**config.mk**
```make
export PLATFORM = sky130hd
export DESIGN_NAME = pin_ctrl_irq
export DESIGN_NICKNAME = d
export VERILOG_FILES = /design/src/rtl/gpio_irq_pkg.sv /design/src/rtl/gpio_sync.sv /design/src/rtl/gpio_trig_detect.sv /design/src/rtl/gpio_regs.sv /design/src/rtl/pin_ctrl_irq.sv
export SDC_FILE = /design/constraint.sdc
export NUM_CORES = 1
export LEC_CHECK = 0
export CAP_MARGIN = 40
export CORE_MARGIN = 4
export CORE_UTILIZATION = 40
export DETAILED_ROUTE_END_ITERATION = 7
export SLEW_MARGIN = 30
export SYNTH_ARGS = -nofsm -noshare
export SYNTH_HDL_FRONTEND = slang
export SYNTH_HIERARCHICAL = 1
export SYNTH_SLANG_ARGS = --single-unit
```
**constraint.sdc**
```tcl
create_clock -name clk -period 7.66 [get_ports clk]
set_input_delay 2.298 -clock clk [delete_from_list [all_inputs] [get_ports clk]]
set_output_delay 2.298 -clock clk [all_outputs]
set_load 0.01 [all_outputs]
```
**src/rtl/gpio_irq_pkg.sv**
```systemverilog
package gpio_irq_pkg;

   localparam int REG_W    = 32;
   localparam int MAX_PINS = 32;
   localparam int IDX_W    = 4;

   // Word indices (byte offset / 4); software depends on these positions.
   typedef enum logic [IDX_W-1:0] {
      IDX_LEVEL = 4'd0,
      IDX_DIR   = 4'd1,
      IDX_IEN   = 4'd2,
      IDX_STAT  = 4'd3,
      IDX_PEND  = 4'd4,
      IDX_CLR   = 4'd5,
      IDX_KIND  = 4'd6,
      IDX_POL   = 4'd7,
      IDX_VER   = 4'd8,
      IDX_BOTH  = 4'd9
   } reg_idx_e;

   // Version from which the both-transitions register is present.
   localparam int BOTH_MIN_VERSION = 3;

endpackage

```
**src/rtl/gpio_sync.sv**
```systemverilog
module gpio_sync #(
   parameter int W      = 32,
   parameter int STAGES = 2
) (
   input  logic         clk,
   input  logic         rst_n,
   input  logic [W-1:0] d_in,
   output logic [W-1:0] d_sync
);

   if (STAGES < 2) begin : g_bad_stages
      $error("gpio_sync: STAGES must be at least 2");
   end

   logic [STAGES-1:0][W-1:0] chain_q;

   always_ff @(posedge clk or negedge rst_n) begin
      if (!rst_n) chain_q[0] <= '0;
      else        chain_q[0] <= d_in;
   end

   for (genvar s = 1; s < STAGES; s++) begin : g_stage
      always_ff @(posedge clk or negedge rst_n) begin
         if (!rst_n) chain_q[s] <= '0;
         else        chain_q[s] <= chain_q[s-1];
      end
   end

   assign d_sync = chain_q[STAGES-1];

endmodule

```
**src/rtl/gpio_trig_detect.sv**
```systemverilog
module gpio_trig_detect #(
   parameter int W        = 32,
   parameter bit HAS_BOTH = 1'b1
) (
   input  logic         clk,
   input  logic         rst_n,
   input  logic [W-1:0] smp,
   input  logic [W-1:0] kind_edge,
   input  logic [W-1:0] pol_hi,
   input  logic [W-1:0] both_en,
   input  logic [W-1:0] clr_mask,
   output logic [W-1:0] hit,
   output logic [W-1:0] status
);

   logic [W-1:0] prev_q;
   logic [W-1:0] stat_q;

   always_ff @(posedge clk or negedge rst_n) begin
      if (!rst_n) prev_q <= '0;
      else        prev_q <= smp;
   end

   for (genvar i = 0; i < W; i++) begin : g_pin
      logic rise, fall, single, dual;
      assign rise   = smp[i] & ~prev_q[i];
      assign fall   = ~smp[i] & prev_q[i];
      assign single = pol_hi[i] ? rise : fall;
      if (HAS_BOTH) begin : g_both
         assign dual = both_en[i];
      end else begin : g_noboth
         assign dual = 1'b0;
      end
      always_comb begin
         if (kind_edge[i]) hit[i] = dual ? (rise | fall) : single;
         else              hit[i] = (smp[i] == pol_hi[i]);
      end
   end

   // Set has priority over clear so an ongoing level cannot be lost.
   always_ff @(posedge clk or negedge rst_n) begin
      if (!rst_n) stat_q <= '0;
      else        stat_q <= hit | (stat_q & ~clr_mask);
   end

   assign status = stat_q;

endmodule

```
**src/rtl/gpio_regs.sv**
```systemverilog
module gpio_regs
   import gpio_irq_pkg::*;
#(
   parameter int W        = 32,
   parameter bit HAS_BOTH = 1'b1
) (
   input  logic             clk,
   input  logic             rst_n,
   input  logic             wr,
   input  logic [IDX_W-1:0] idx,
   input  logic [W-1:0]     wdata,
   output logic [W-1:0]     dir_in,
   output logic [W-1:0]     lvl_out,
   output logic [W-1:0]     ien,
   output logic [W-1:0]     kind_edge,
   output logic [W-1:0]     pol_hi,
   output logic [W-1:0]     both_en,
   output logic [W-1:0]     clr_mask
);

   logic [W-1:0] dir_q, lvl_q, ien_q, kind_q, pol_q;

   always_ff @(posedge clk or negedge rst_n) begin
      if (!rst_n) begin
         dir_q  <= '1;
         lvl_q  <= '0;
         ien_q  <= '0;
         kind_q <= '0;
         pol_q  <= '0;
      end else if (wr) begin
         case (idx)
            IDX_DIR:   dir_q  <= wdata;
            IDX_LEVEL: lvl_q  <= wdata;
            IDX_IEN:   ien_q  <= wdata;
            IDX_KIND:  kind_q <= wdata;
            IDX_POL:   pol_q  <= wdata;
            default: ;
         endcase
      end
   end

   if (HAS_BOTH) begin : g_both_reg
      logic [W-1:0] both_q;
      always_ff @(posedge clk or negedge rst_n) begin
         if (!rst_n)                      both_q <= '0;
         else if (wr && idx == IDX_BOTH)  both_q <= wdata;
      end
      assign both_en = both_q;
   end else begin : g_no_both
      assign both_en = '0;
   end

   assign clr_mask  = (wr && idx == IDX_CLR) ? wdata : '0;
   assign dir_in    = dir_q;
   assign lvl_out   = lvl_q;
   assign ien       = ien_q;
   assign kind_edge = kind_q;
   assign pol_hi    = pol_q;

endmodule

```
**src/rtl/pin_ctrl_irq.sv**
```systemverilog
module pin_ctrl_irq
   import gpio_irq_pkg::*;
#(
   parameter int NUM_PINS    = 32,
   parameter int VERSION     = 3,
   parameter int SYNC_STAGES = 2
) (
   input  logic                clk,
   input  logic                rst_n,
   input  logic                reg_wr,
   input  logic [IDX_W-1:0]    reg_idx,
   input  logic [REG_W-1:0]    reg_wdata,
   output logic [REG_W-1:0]    reg_rdata,
   input  logic [NUM_PINS-1:0] pad_in,
   output logic [NUM_PINS-1:0] pad_out,
   output logic [NUM_PINS-1:0] pad_oe,
   output logic                irq
);

   localparam bit HAS_BOTH = (VERSION >= BOTH_MIN_VERSION);

   if (NUM_PINS < 1 || NUM_PINS > MAX_PINS) begin : g_bad_pins
      $error("pin_ctrl_irq: NUM_PINS out of range");
   end
   if (VERSION < 0 || VERSION > 255) begin : g_bad_ver
      $error("pin_ctrl_irq: VERSION out of range");
   end

   logic [NUM_PINS-1:0] dir_in, lvl_out, ien_vec, kind_vec, pol_vec, both_vec;
   logic [NUM_PINS-1:0] clr_vec, smp_vec, hit_vec, status_vec, pend_vec;

   gpio_regs #(.W(NUM_PINS), .HAS_BOTH(HAS_BOTH)) u_regs (
      .clk       (clk),
      .rst_n     (rst_n),
      .wr        (reg_wr),
      .idx       (reg_idx),
      .wdata     (reg_wdata[NUM_PINS-1:0]),
      .dir_in    (dir_in),
      .lvl_out   (lvl_out),
      .ien       (ien_vec),
      .kind_edge (kind_vec),
      .pol_hi    (pol_vec),
      .both_en   (both_vec),
      .clr_mask  (clr_vec)
   );

   gpio_sync #(.W(NUM_PINS), .STAGES(SYNC_STAGES)) u_sync (
      .clk    (clk),
      .rst_n  (rst_n),
      .d_in   (pad_in),
      .d_sync (smp_vec)
   );

   gpio_trig_detect #(.W(NUM_PINS), .HAS_BOTH(HAS_BOTH)) u_detect (
      .clk       (clk),
      .rst_n     (rst_n),
      .smp       (smp_vec),
      .kind_edge (kind_vec),
      .pol_hi    (pol_vec),
      .both_en   (both_vec),
      .clr_mask  (clr_vec),
      .hit       (hit_vec),
      .status    (status_vec)
   );

   assign pend_vec = status_vec & ien_vec;
   assign irq      = |pend_vec;
   assign pad_out  = lvl_out;
   assign pad_oe   = ~dir_in;

   always_comb begin
      reg_rdata = '0;
      case (reg_idx)
         IDX_LEVEL: reg_rdata[NUM_PINS-1:0] = smp_vec;
         IDX_DIR:   reg_rdata[NUM_PINS-1:0] = dir_in;
         IDX_IEN:   reg_rdata[NUM_PINS-1:0] = ien_vec;
         IDX_STAT:  reg_rdata[NUM_PINS-1:0] = status_vec;
         IDX_PEND:  reg_rdata[NUM_PINS-1:0] = pend_vec;
         IDX_KIND:  reg_rdata[NUM_PINS-1:0] = kind_vec;
         IDX_POL:   reg_rdata[NUM_PINS-1:0] = pol_vec;
         IDX_BOTH:  reg_rdata[NUM_PINS-1:0] = both_vec;
         IDX_VER:   reg_rdata = REG_W'(VERSION);
         default:   reg_rdata = '0;
      endcase
   end

endmodule

```
# Word level (Yosys, flattened, before mapping)
# Cells that the tools add are included.
[op_classes] n_addsub=0 mul=0 n_div=0 magnitude_cmp=0 n_eq_ne=41 n_shift=0 n_mux=98 bitwise=165 reduce_logical=9
[op_table] op="32-bit case mux with 9 select lines" count=1
[op_table] op="1-bit two-way mux" count=96
[op_table] op="1-bit AND" count=64
[op_table] op="32-bit AND" count=2
[op_table] op="1-bit inverter" count=64
[op_table] op="32-bit inverter" count=2
[op_table] op="1-bit equality test" count=32
[op_table] op="32-bit two-way mux" count=1
[op_table] op="1-bit bitwise OR" count=32
[op_table] op="32-bit bitwise OR" count=1
[op_table] op="32-bit OR reduction" count=1
[op_table] op="4-bit by 3-bit equality test with 1-bit output (second input constant)" count=4
[op_table] op="2-bit AND reduction" count=5
[op_table] op="4-bit by 2-bit equality test with 1-bit output (second input constant)" count=2
[op_table] op="4-bit equality test (second input constant)" count=2
[op_table] op="4-bit by 1-bit equality test with 1-bit output (second input constant)" count=1
[op_table] op="4-bit zero test" count=1
[op_table] op="1-bit logical AND" count=2
[word_totals] regBits=320 latch_bits=0 mem_bits_rw=0 rom_bits=0 in_bits=71 output_inout_bits=97 word_cells=323 memories=0

# Depth between registers and ports, before layout
# Gate-level depths: netlist of run 1.
[depth] depth_word=6 mapped_depth=6 depth_no_buf=5

# Cells and area by module
# The synthesis of run 1 kept the hierarchy.
[modules_own_cells] module="gpio_regs" n_inst=1 cells_each=449 area_per_inst_um2=7415.9 seq_area_each_um2=4844.6
[modules_own_cells] module="gpio_trig_detect" n_inst=1 cells_each=448 area_per_inst_um2=4764.6 seq_area_each_um2=1601.5
[modules_own_cells] module="pin_ctrl_irq" n_inst=1 cells_each=288 area_per_inst_um2=1959.4 seq_area_each_um2=0.0
[modules_own_cells] module="gpio_sync" n_inst=1 cells_each=96 area_per_inst_um2=1841.8 seq_area_each_um2=1601.5

# Least setup slack after synthesis of run 1
# No wires, ideal clock.
[synth_path] kind="input to output" startpoint="input reg_idx[0]" endpoint="output reg_rdata[14]" arrival_time_ns=3.339 t_required_ns=5.362 slack_ns=2.023 cell_stages=6 path_buffers=2 cell_sequence="buf_2 nand2b_1 nor3_1 clkbuf_1 a222oi_1 nand3_1"
[synth_via] elab_chain_len=2 word_cells_on_any_way=10 classes_between="8 x eq/ne; 1 x mux; 1 x reduce/logical"
[synth_rtl] item="from (decl)" line_no="pin_ctrl_irq.sv:11" rtl="input logic [IDX_W-1:0] reg_idx,"
[synth_rtl] item="4-bit equality test (tied with other cells)" line_no="pin_ctrl_irq.sv:73" rtl="case (reg_idx)"
[synth_rtl] item="32-bit case mux with 9 select lines *" line_no="pin_ctrl_irq.sv:73"
[synth_rtl] item="to (decl)" line_no="pin_ctrl_irq.sv:13" rtl="output logic [REG_W-1:0] reg_rdata,"
# Every way passes the cells marked *; elsewhere a longest branch is shown, timed or not.

# Final worst setup path of run 1
[layout_path] startpoint="input reg_idx[1]" endpoint="output reg_rdata[16]"
# The elaborated chain is that of the path after synthesis.

==> metrics.sh, run 1 <==
FINAL_COMMON_CELL='sky130_fd_sc_hd__dfrtp_1'
VIAS_PER_CELL=5.40
CLOCK_LATENCY_PS=550
WIRE_LENGTH_PER_CELL_UM=21.3
CRIT_ARRIVAL_PS=4970
TOTAL_NEG_SETUP_SLACK_PS=0
SYNTH.AVG_CELL_AREA_UM2=12.7
POSTCTSHOLDBUFS=0
SYNTHCELLS=1249
SYNTHESIS.NETS=1384
CTS_TREE='yes'
CP.REQUIRED_PS=5360
GRT_ANTENNA_BEFORE_REPAIR=1
FP-ROW-COUNT=72
DRCVIOLATIONCOUNT=0
OUTCOME='finished clean'
SYNTHESIS.YOSYS.WARNINGS=6
DESIGN.CORE.AREA_UM2=38900
FINAL.HOLD.WORST_SLACK_PS=347
WORST_SETUP_HOLD_PATH_CLK_SLEW_PS=50
FIRST_GLOBAL_VIAS=11000
MIN_PATH_CELLS=0
DP_HPWL_UM=27800
POST-CTS-SETUP-BUFFER-COUNT=0
TRITONCTS.NUM_BUFFERS=37
IOPINCOUNT=168
REPORT.FINAL.SETUP_VIOL=0
WORSTMARGINPINSLEW_PS=816
CTS-RESIZED-GATES=0
SLEW-LIMIT-HEADROOM=0.454
WORST-PATH-MAX-FANOUT=17
NETLIST_AREA_UM2=15900
RESIDUAL_ANTENNA_VIOLATING_NET_COUNT_AFTER_DETAILED_ROUTING=0
CHAIN_OF_CELLS_FORMING_THE_CRITICAL_PATH='clkdlybuf4s50_1 > buf_4 > nor4bb_4 > buf_12 > a22o_1 > nor2_1 > o31ai_1 > clkdlybuf4s50_1'
VIA_COUNT=10600
CRITPATHSLOWESTCELL='sky130_fd_sc_hd__clkdlybuf4s50_1'
DRT_WL_TOTAL_UM=41700
STDCELL_AREA_UM2=19300
DIE_WIDTH_UM=207
REG2REG_DEPTH=5
MAXIMUM_CAPACITANCE_VIOLATIONS=0
GRT_PASS1_WL_UM=65300
REPORT.FINAL.SLEW_VIOL_COUNT=0
GRT_SETUP_UNREPAIRED='false'
MIN_PERIOD_OVER_PERIOD=0.949
ANTENNA-DIODE-COUNT=0
FINAL_HOLD_VIOL_COUNT=0
FMAX_MHz=138
FINAL_CELL_MIX='sky130_fd_sc_hd__dfrtp_1 (288), sky130_fd_sc_hd__mux2_2 (193), sky130_fd_sc_hd__clkdlybuf4s50_1 (166), sky130_fd_sc_hd__inv_1 (98), sky130_fd_sc_hd__nand2b_1 (66)'
HOLDCRITPATHCLASS='reg -> reg'
FLOORPLAN.INITIALDENSITY=0.408
DRT_FIRST_PASS_ITERS=6
LAYOUT-DRIVE-GT1-SHARE=0.299
AREA_OVERHEAD_OF_THE_LAYOUT_RELATIVE_TO_SYNTHESIS_PCT=21.8
CRIT_PATH_START_KIND='primary input'
IR_DROP_mV=0.142
ROOT_BUFFER='sky130_fd_sc_hd__clkbuf_16'
GRT_MAX_DEGREE=110
PORT_BUFFERS=167
POWER.DENSITY_CELL_AREA_nW_PER_UM2=261
TRITONCTS_NUM_SINKS=320
TRACK_USAGE=0.192
DRT_ITER0_MARKERS=737
CP-END-KIND='output pin'
PLACEDINSTANCEAREA_UM2=18100
GR_OVERFLOW_TOTAL=0
PATH_CLASS='in -> out'
FLOORPLAN.DIE.HEIGHT_UM=207
P_LEAK_nW=8.47
CTS.PATH.MAX_BUFFERS=3
SLOWEST_DELAY_PS=710
PLACE.GP.CONGESTION=0.823
HTREE_LEVELS=2
DIE_AREA_UM2=42900
CLOCK_SKEW_PS=20.4
LAYOUT.NETS=1547
CP_COMMON_CELL='sky130_fd_sc_hd__clkdlybuf4s50_1'
MIN_PERIOD_PS=7270
## area by class of cell
cell class                 count  area (µm²)
timing repair buffer         208        2060
tap                          518         648
multi-input combinational    747        6990
clock inverter                10         104
fill                        3463       19600
inverter                      98         368
sequential                   320        8050
clock buffer                  57        1100
## power by group
group / switching (mW) / internal [mW]
sequential: 0.300 / 1.99
combinational: 0.400 / 0.593
clock: 0.693 / 1.06
total: 1.39 / 3.64
## worst max-delay path, delay by kind of cell
kind	cells	cell delay, ps
buffers and inverters	4	1890
AND/OR/NAND/NOR	2	470
AO/OA/AOI/OAI	2	280
## through the flow
step	instances	total power [mW]	utilization	worst slack [ps]
global route	1958	5.29	0.497	258
finish	1958	5.04	0.497	394
floorplan	1249	2.83	-	2020
CTS	1956	5.10	0.496	388
global placement	1889	3.29	0.465	432
detailed placement	1889	3.31	0.465	403
## path summary, 6_finish.rpt
| kind | from | endpoint | slack, ps |
|---|---|---|---|
| worst max register to register | u_sync/d_sync[15] | u_detect/status[15] | 6290 |
| min in group asynchronous | rst_n | u_regs/lvl_out[8] | 1590 |
| worst max-delay path | reg_idx[1] | reg_rdata[16] | 390 |
| max in group asynchronous | rst_n | u_regs/pol_hi[0] | 5180 |
| worst min register to register | u_sync/chain_q[11] | u_sync/d_sync[11] | 350 |
| worst min-delay path | u_sync/chain_q[11] | u_sync/d_sync[11] | 350 |
## sequential cells by signal, indices dropped and copies added (netlist names)
signal and count:
u_regs/kind_edge 32, u_sync/d_sync 32, u_regs/both_en 32, u_detect/status 32, u_detect/prev_q 32, u_regs/pol_hi 32
u_regs/dir_in 32, u_regs/lvl_out 32, u_sync/chain_q 32, u_regs/ien 32
## layer usage
| layer | part of all wire | up-vias | global-route usage |
|---|---|---|---|
| li1 | - | 4767 | - |
| met1 | 0.46 | 5414 | 0.273 |
| met2 | 0.46 | 321 | 0.299 |
| met3 | 0.056 | 68 | 0.0390 |
| met4 | 0.023 | 2 | 0.0529 |
| met5 | 0.00029 | - | 0 |
No activity file was read; power rests on OpenSTA's default activity.
==> run 2, diff against run 1 <==
SYNTH_HIERARCHICAL = unset   (was 1)
==> run 2 against run 1 <==
Core utilization up 0.95 points; critical path depth stayed put; clock skew is 1.4 ps higher; register-to-register slack lost 80 ps; worst setup slack better by 110 ps; hold slack lost 3.7 ps.
==> metrics.sh, run 2 <==
REPORT.FINAL.SETUP_VIOL=0  # unchanged
SYNTH_ASYNC_SR_FLOP_SHARE=1.00
SYNTHESIS.YOSYS.WARNINGS=0  # was 6
FP-ROW-COUNT=70  # was 72
PWR-SHARE-SEQ=0.451  # was 0.455
POST-CTS-SETUP-BUFFER-COUNT=0  # unchanged
LAYOUT.CELLS.NON_FILLER=1984  # was 1958
IR_DROP_mV=0.137  # was 0.142 mV
PATH_CLASS='in -> out'  # unchanged
AREA_OF_THE_MULTI_INPUT_GATES_UM2=6130  # was 6990 µm²
FINAL_HOLD_VIOL_COUNT=0  # unchanged
SLOWEST_DELAY_PS=640  # was 710 ps
YOSYS-TOP-CELLS-COUNT='sky130_fd_sc_hd__dfrtp_1 (288), sky130_fd_sc_hd__inv_1 (129), sky130_fd_sc_hd__nand2_1 (126)'
P_LEAK_nW=8.46  # was 8.47 nW
WORST_SETUP_HOLD_PATH_CLK_SLEW_PS=60  # was 50 ps
GRT_PASS1_WL_UM=68100  # was 65300 µm
SWITCHING_SHARE=0.279  # was 0.277
INTERNAL_POWER_mW=3.58  # was 3.64 mW
ROUTED.TOP_LAYER='met5'  # unchanged
VIA_COUNT=10900  # was 10600
CLOCK_LATENCY_PS=530  # was 550 ps
PATH_BUF_INV=4  # unchanged
CRIT_PATH_START_KIND='primary input'  # unchanged
SLEW-LIMIT-HEADROOM=0.447  # was 0.454
FINAL_COMMON_CELL='sky130_fd_sc_hd__dfrtp_1'  # unchanged
YOSYSTOPAREACELL='sky130_fd_sc_hd__dfrtp_1'
SYNTH-SEQ-AREA-SHARE=0.540
WORSTMARGINPINSLEW_PS=830  # was 816 ps
LAYOUT-DRIVE-GT1-SHARE=0.164  # was 0.299
YOSYS_REGISTER_BITS=320
IOPINCOUNT=168  # unchanged
ROOT_BUFFER='sky130_fd_sc_hd__clkbuf_16'  # unchanged
YOSYSMOSTFREQUENTCELL='sky130_fd_sc_hd__dfrtp_1'
PORT_BUFFERS=167  # unchanged
CTS_TREE='yes'  # unchanged
POWER.DENSITY_CELL_AREA_nW_PER_UM2=267  # was 261 nW/µm²
DRT_WL_TOTAL_UM=43000  # was 41700 µm
CP_COMMON_CELL='sky130_fd_sc_hd__clkdlybuf4s50_1'  # unchanged
TOTAL_SWITCHING_POWER_mW=1.38  # was 1.39 mW
SYNTH.AVG_CELL_AREA_UM2=11.4  # was 12.7 µm²
TRACK_USAGE=0.213  # was 0.192
RESIDUAL_ANTENNA_VIOLATING_NET_COUNT_AFTER_DETAILED_ROUTING=0  # unchanged
PLACE.DETAILED.INSTANCES=1917  # was 1889
FINAL-SEQ-AREA_UM2=8050  # unchanged
YOSYS.AREA.TOP_TYPE_SHARE=0.484
SYNTHCELLS=1303  # was 1249
VIAS_PER_CELL=5.48  # was 5.40
POWER.CLOCK.FRACTION=0.372  # was 0.348
LAYOUT.NETS=1623  # was 1547
CLOCK_SKEW_PS=21.8  # was 20.4 ps
TOTAL_NEG_SETUP_SLACK_PS=0  # unchanged
POSTCTSHOLDBUFS=0  # unchanged
NETLIST_AREA_UM2=14900  # was 15900 µm²
HTREE_LEVELS=2  # unchanged
SYNTH.DISTINCT_CELLS=49
CTS-RESIZED-GATES=0  # unchanged
OUTCOME='finished clean'  # unchanged
FMAX_MHz=140  # was 138 MHz
SYNTH-EDFF-COUNT=0
CP.REQUIRED_PS=5360  # about the same
FLOORPLAN.DIE.HEIGHT_UM=201  # was 207 µm
DIE_AREA_UM2=40400  # was 42900 µm²
DIE_WIDTH_UM=201  # was 207 µm
ANTENNA-DIODE-COUNT=0  # unchanged
GR_OVERFLOW_TOTAL=0  # unchanged
REPORT.FINAL.SLEW_VIOL_COUNT=0  # unchanged
MIN_PERIOD_OVER_PERIOD=0.934  # was 0.949
POST-PLACE-WS_PS=530  # was 403 ps
DR_WL_MET3_UM=2610  # was 2330 µm
WORST-PATH-MAX-FANOUT=21  # was 17
NUM-FILL-CELLS=3239  # was 3463
CHAIN_OF_CELLS_FORMING_THE_CRITICAL_PATH='clkdlybuf4s50_1 > buf_4 > nor4b_2 > buf_12 > a22o_1 > a221oi_1 > o221ai_1 > clkdlybuf4s50_1'  # was clkdlybuf4s50_1 > buf_4 > nor4bb_4 > buf_12 > a22o_1 > nor2_1 > o31ai_1 > clkdlybuf4s50_1
GRT_ANTENNA_BEFORE_REPAIR=1  # unchanged
PATH_DELAY_FAMILY='buffers and inverters'  # unchanged
FLOORPLAN.INITIALDENSITY=0.406  # was 0.408
SYNTHESIS.NETS=1438  # was 1384
TRITONCTS.NUM_BUFFERS=37  # unchanged
DRT_ITER0_MARKERS=962  # was 737
WIRE_LENGTH_PER_CELL_UM=21.7  # was 21.3 µm
MET2_WIRELENGTH_UM=20400  # was 19200 µm
DP_HPWL_UM=29900  # was 27800 µm
CRITPATHSLOWESTCELL='sky130_fd_sc_hd__clkdlybuf4s50_1'  # unchanged
DRT_FIRST_PASS_ITERS=6  # unchanged
MIN_PERIOD_PS=7150  # was 7270 ps
YS_TOP_CELLS_BY_AREA='sky130_fd_sc_hd__dfrtp_1 (48%), sky130_fd_sc_hd__mux2_2 (7.6%), sky130_fd_sc_hd__dfstp_2 (5.6%)'
FINAL.SETUP.WORST_SLACK_PS=506  # was 394 ps
DESIGN.CORE.AREA_UM2=36700  # was 38900 µm²
HOLDCRITPATHCLASS='reg -> reg'  # unchanged
FIN_TOTAL_PWR_mW=4.96  # was 5.04 mW
DRCVIOLATIONCOUNT=0  # unchanged
CP-END-KIND='output pin'  # unchanged
GRT_SETUP_UNREPAIRED='false'  # unchanged
SYNTH_FLOP_CELL='sky130_fd_sc_hd__dfrtp_1'
MAXIMUM_CAPACITANCE_VIOLATIONS=0  # unchanged
PLACE.GP.CONGESTION=0.871  # was 0.823
TRITONCTS_NUM_SINKS=320  # unchanged
AREA_OVERHEAD_OF_THE_LAYOUT_RELATIVE_TO_SYNTHESIS_PCT=24.7  # was 21.8%
FINAL_CELL_MIX='sky130_fd_sc_hd__dfrtp_1 (288), sky130_fd_sc_hd__clkdlybuf4s50_1 (165), sky130_fd_sc_hd__inv_1 (129), sky130_fd_sc_hd__nand2_1 (124), sky130_fd_sc_hd__o21ai_0 (105)'  # was sky130_fd_sc_hd__dfrtp_1 (288), sky130_fd_sc_hd__mux2_2 (193), sky130_fd_sc_hd__clkdlybuf4s50_1 (166), sky130_fd_sc_hd__inv_1 (98), sky130_fd_sc_hd__nand2b_1 (66)
CRIT_ARRIVAL_PS=4860  # was 4970 ps
CTS.PATH.MAX_BUFFERS=3  # unchanged
FIRST_GLOBAL_VIAS=11400  # was 11000
COMB_POWER_SHARE=0.176  # was 0.197
GRT_MAX_DEGREE=140  # was 110
ROUTE.LAYER.MET1.WL_UM=19000  # was 19200 µm
## run 2: logic make-up (layout without fill, tap and decap cells)
| family | Yosys count | count (layout) | share of synthesized area |
|---|---|---|---|
| DFF | 320 | 320 | 0.540 |
| AOI/OAI and AO/OA | 292 | 292 | 0.132 |
| and+or+nand+nor | 223 | 223 | 0.0697 |
| buffers and inverters | 189 | 402 | 0.0509 |
| muxes | 183 | 183 | 0.134 |
| adders and majority gates | 64 | 64 | 0.0538 |
| xor gates and xnor gates | 32 | 32 | 0.0188 |
## run 2: path summary, 6_finish.rpt
kind                                    startpoint                   to  slack [ps]  depth (start not counted)
min in group asynchronous                    rst_n    u_regs.lvl_out[0]        1800                          1
max in group asynchronous                    rst_n  u_detect.prev_q[22]        4610                          2
worst max register to register    u_sync.d_sync[1]   u_detect.status[1]        6210                          5
worst max-delay path                    reg_idx[2]        reg_rdata[11]         510                          8
worst min register to register  u_sync.chain_q[28]    u_sync.d_sync[28]         340                          0
worst min-delay path            u_sync.chain_q[28]    u_sync.d_sync[28]         340                          0
## run 2: cell type report
class | instances | area share
flip-flops and latches | 320 | 0.433
multi-input cells | 794 | 0.330
repair buffers | 206 | 0.110
clock buffers | 50 | 0.0563
well taps | 468 | 0.0315
inverters | 129 | 0.0261
clock inverters | 17 | 0.0123
## run 2: per-layer routing
layer,vias up,GRT usage
li1,4951,-
met1,5514,0.292
met2,345,0.349
met3,63,0.0389
met4,4,0.0546
met5,-,0.0119
## run 2: per-stage QoR
stage / util / cell area (µm²) / hold slack, ps
global route: 0.506 / 18600 / 348
CTS: 0.506 / 18600 / 344
detailed placement: 0.471 / 17300 / 335
floorplan: - / 14900 / 331
finish: 0.506 / 18600 / 343
global placement: 0.471 / 17300 / 332
## run 2: power groups by stage
stage / combinational (mW) / clock [mW] / sequential (mW)
floorplan: 0.451 / 0 / 2.19
global placement: 0.863 / 0 / 2.26
detailed placement: 0.883 / 0 / 2.27
CTS: 0.890 / 1.89 / 2.24
global route: 0.969 / 1.96 / 2.28
finish: 0.876 / 1.85 / 2.24
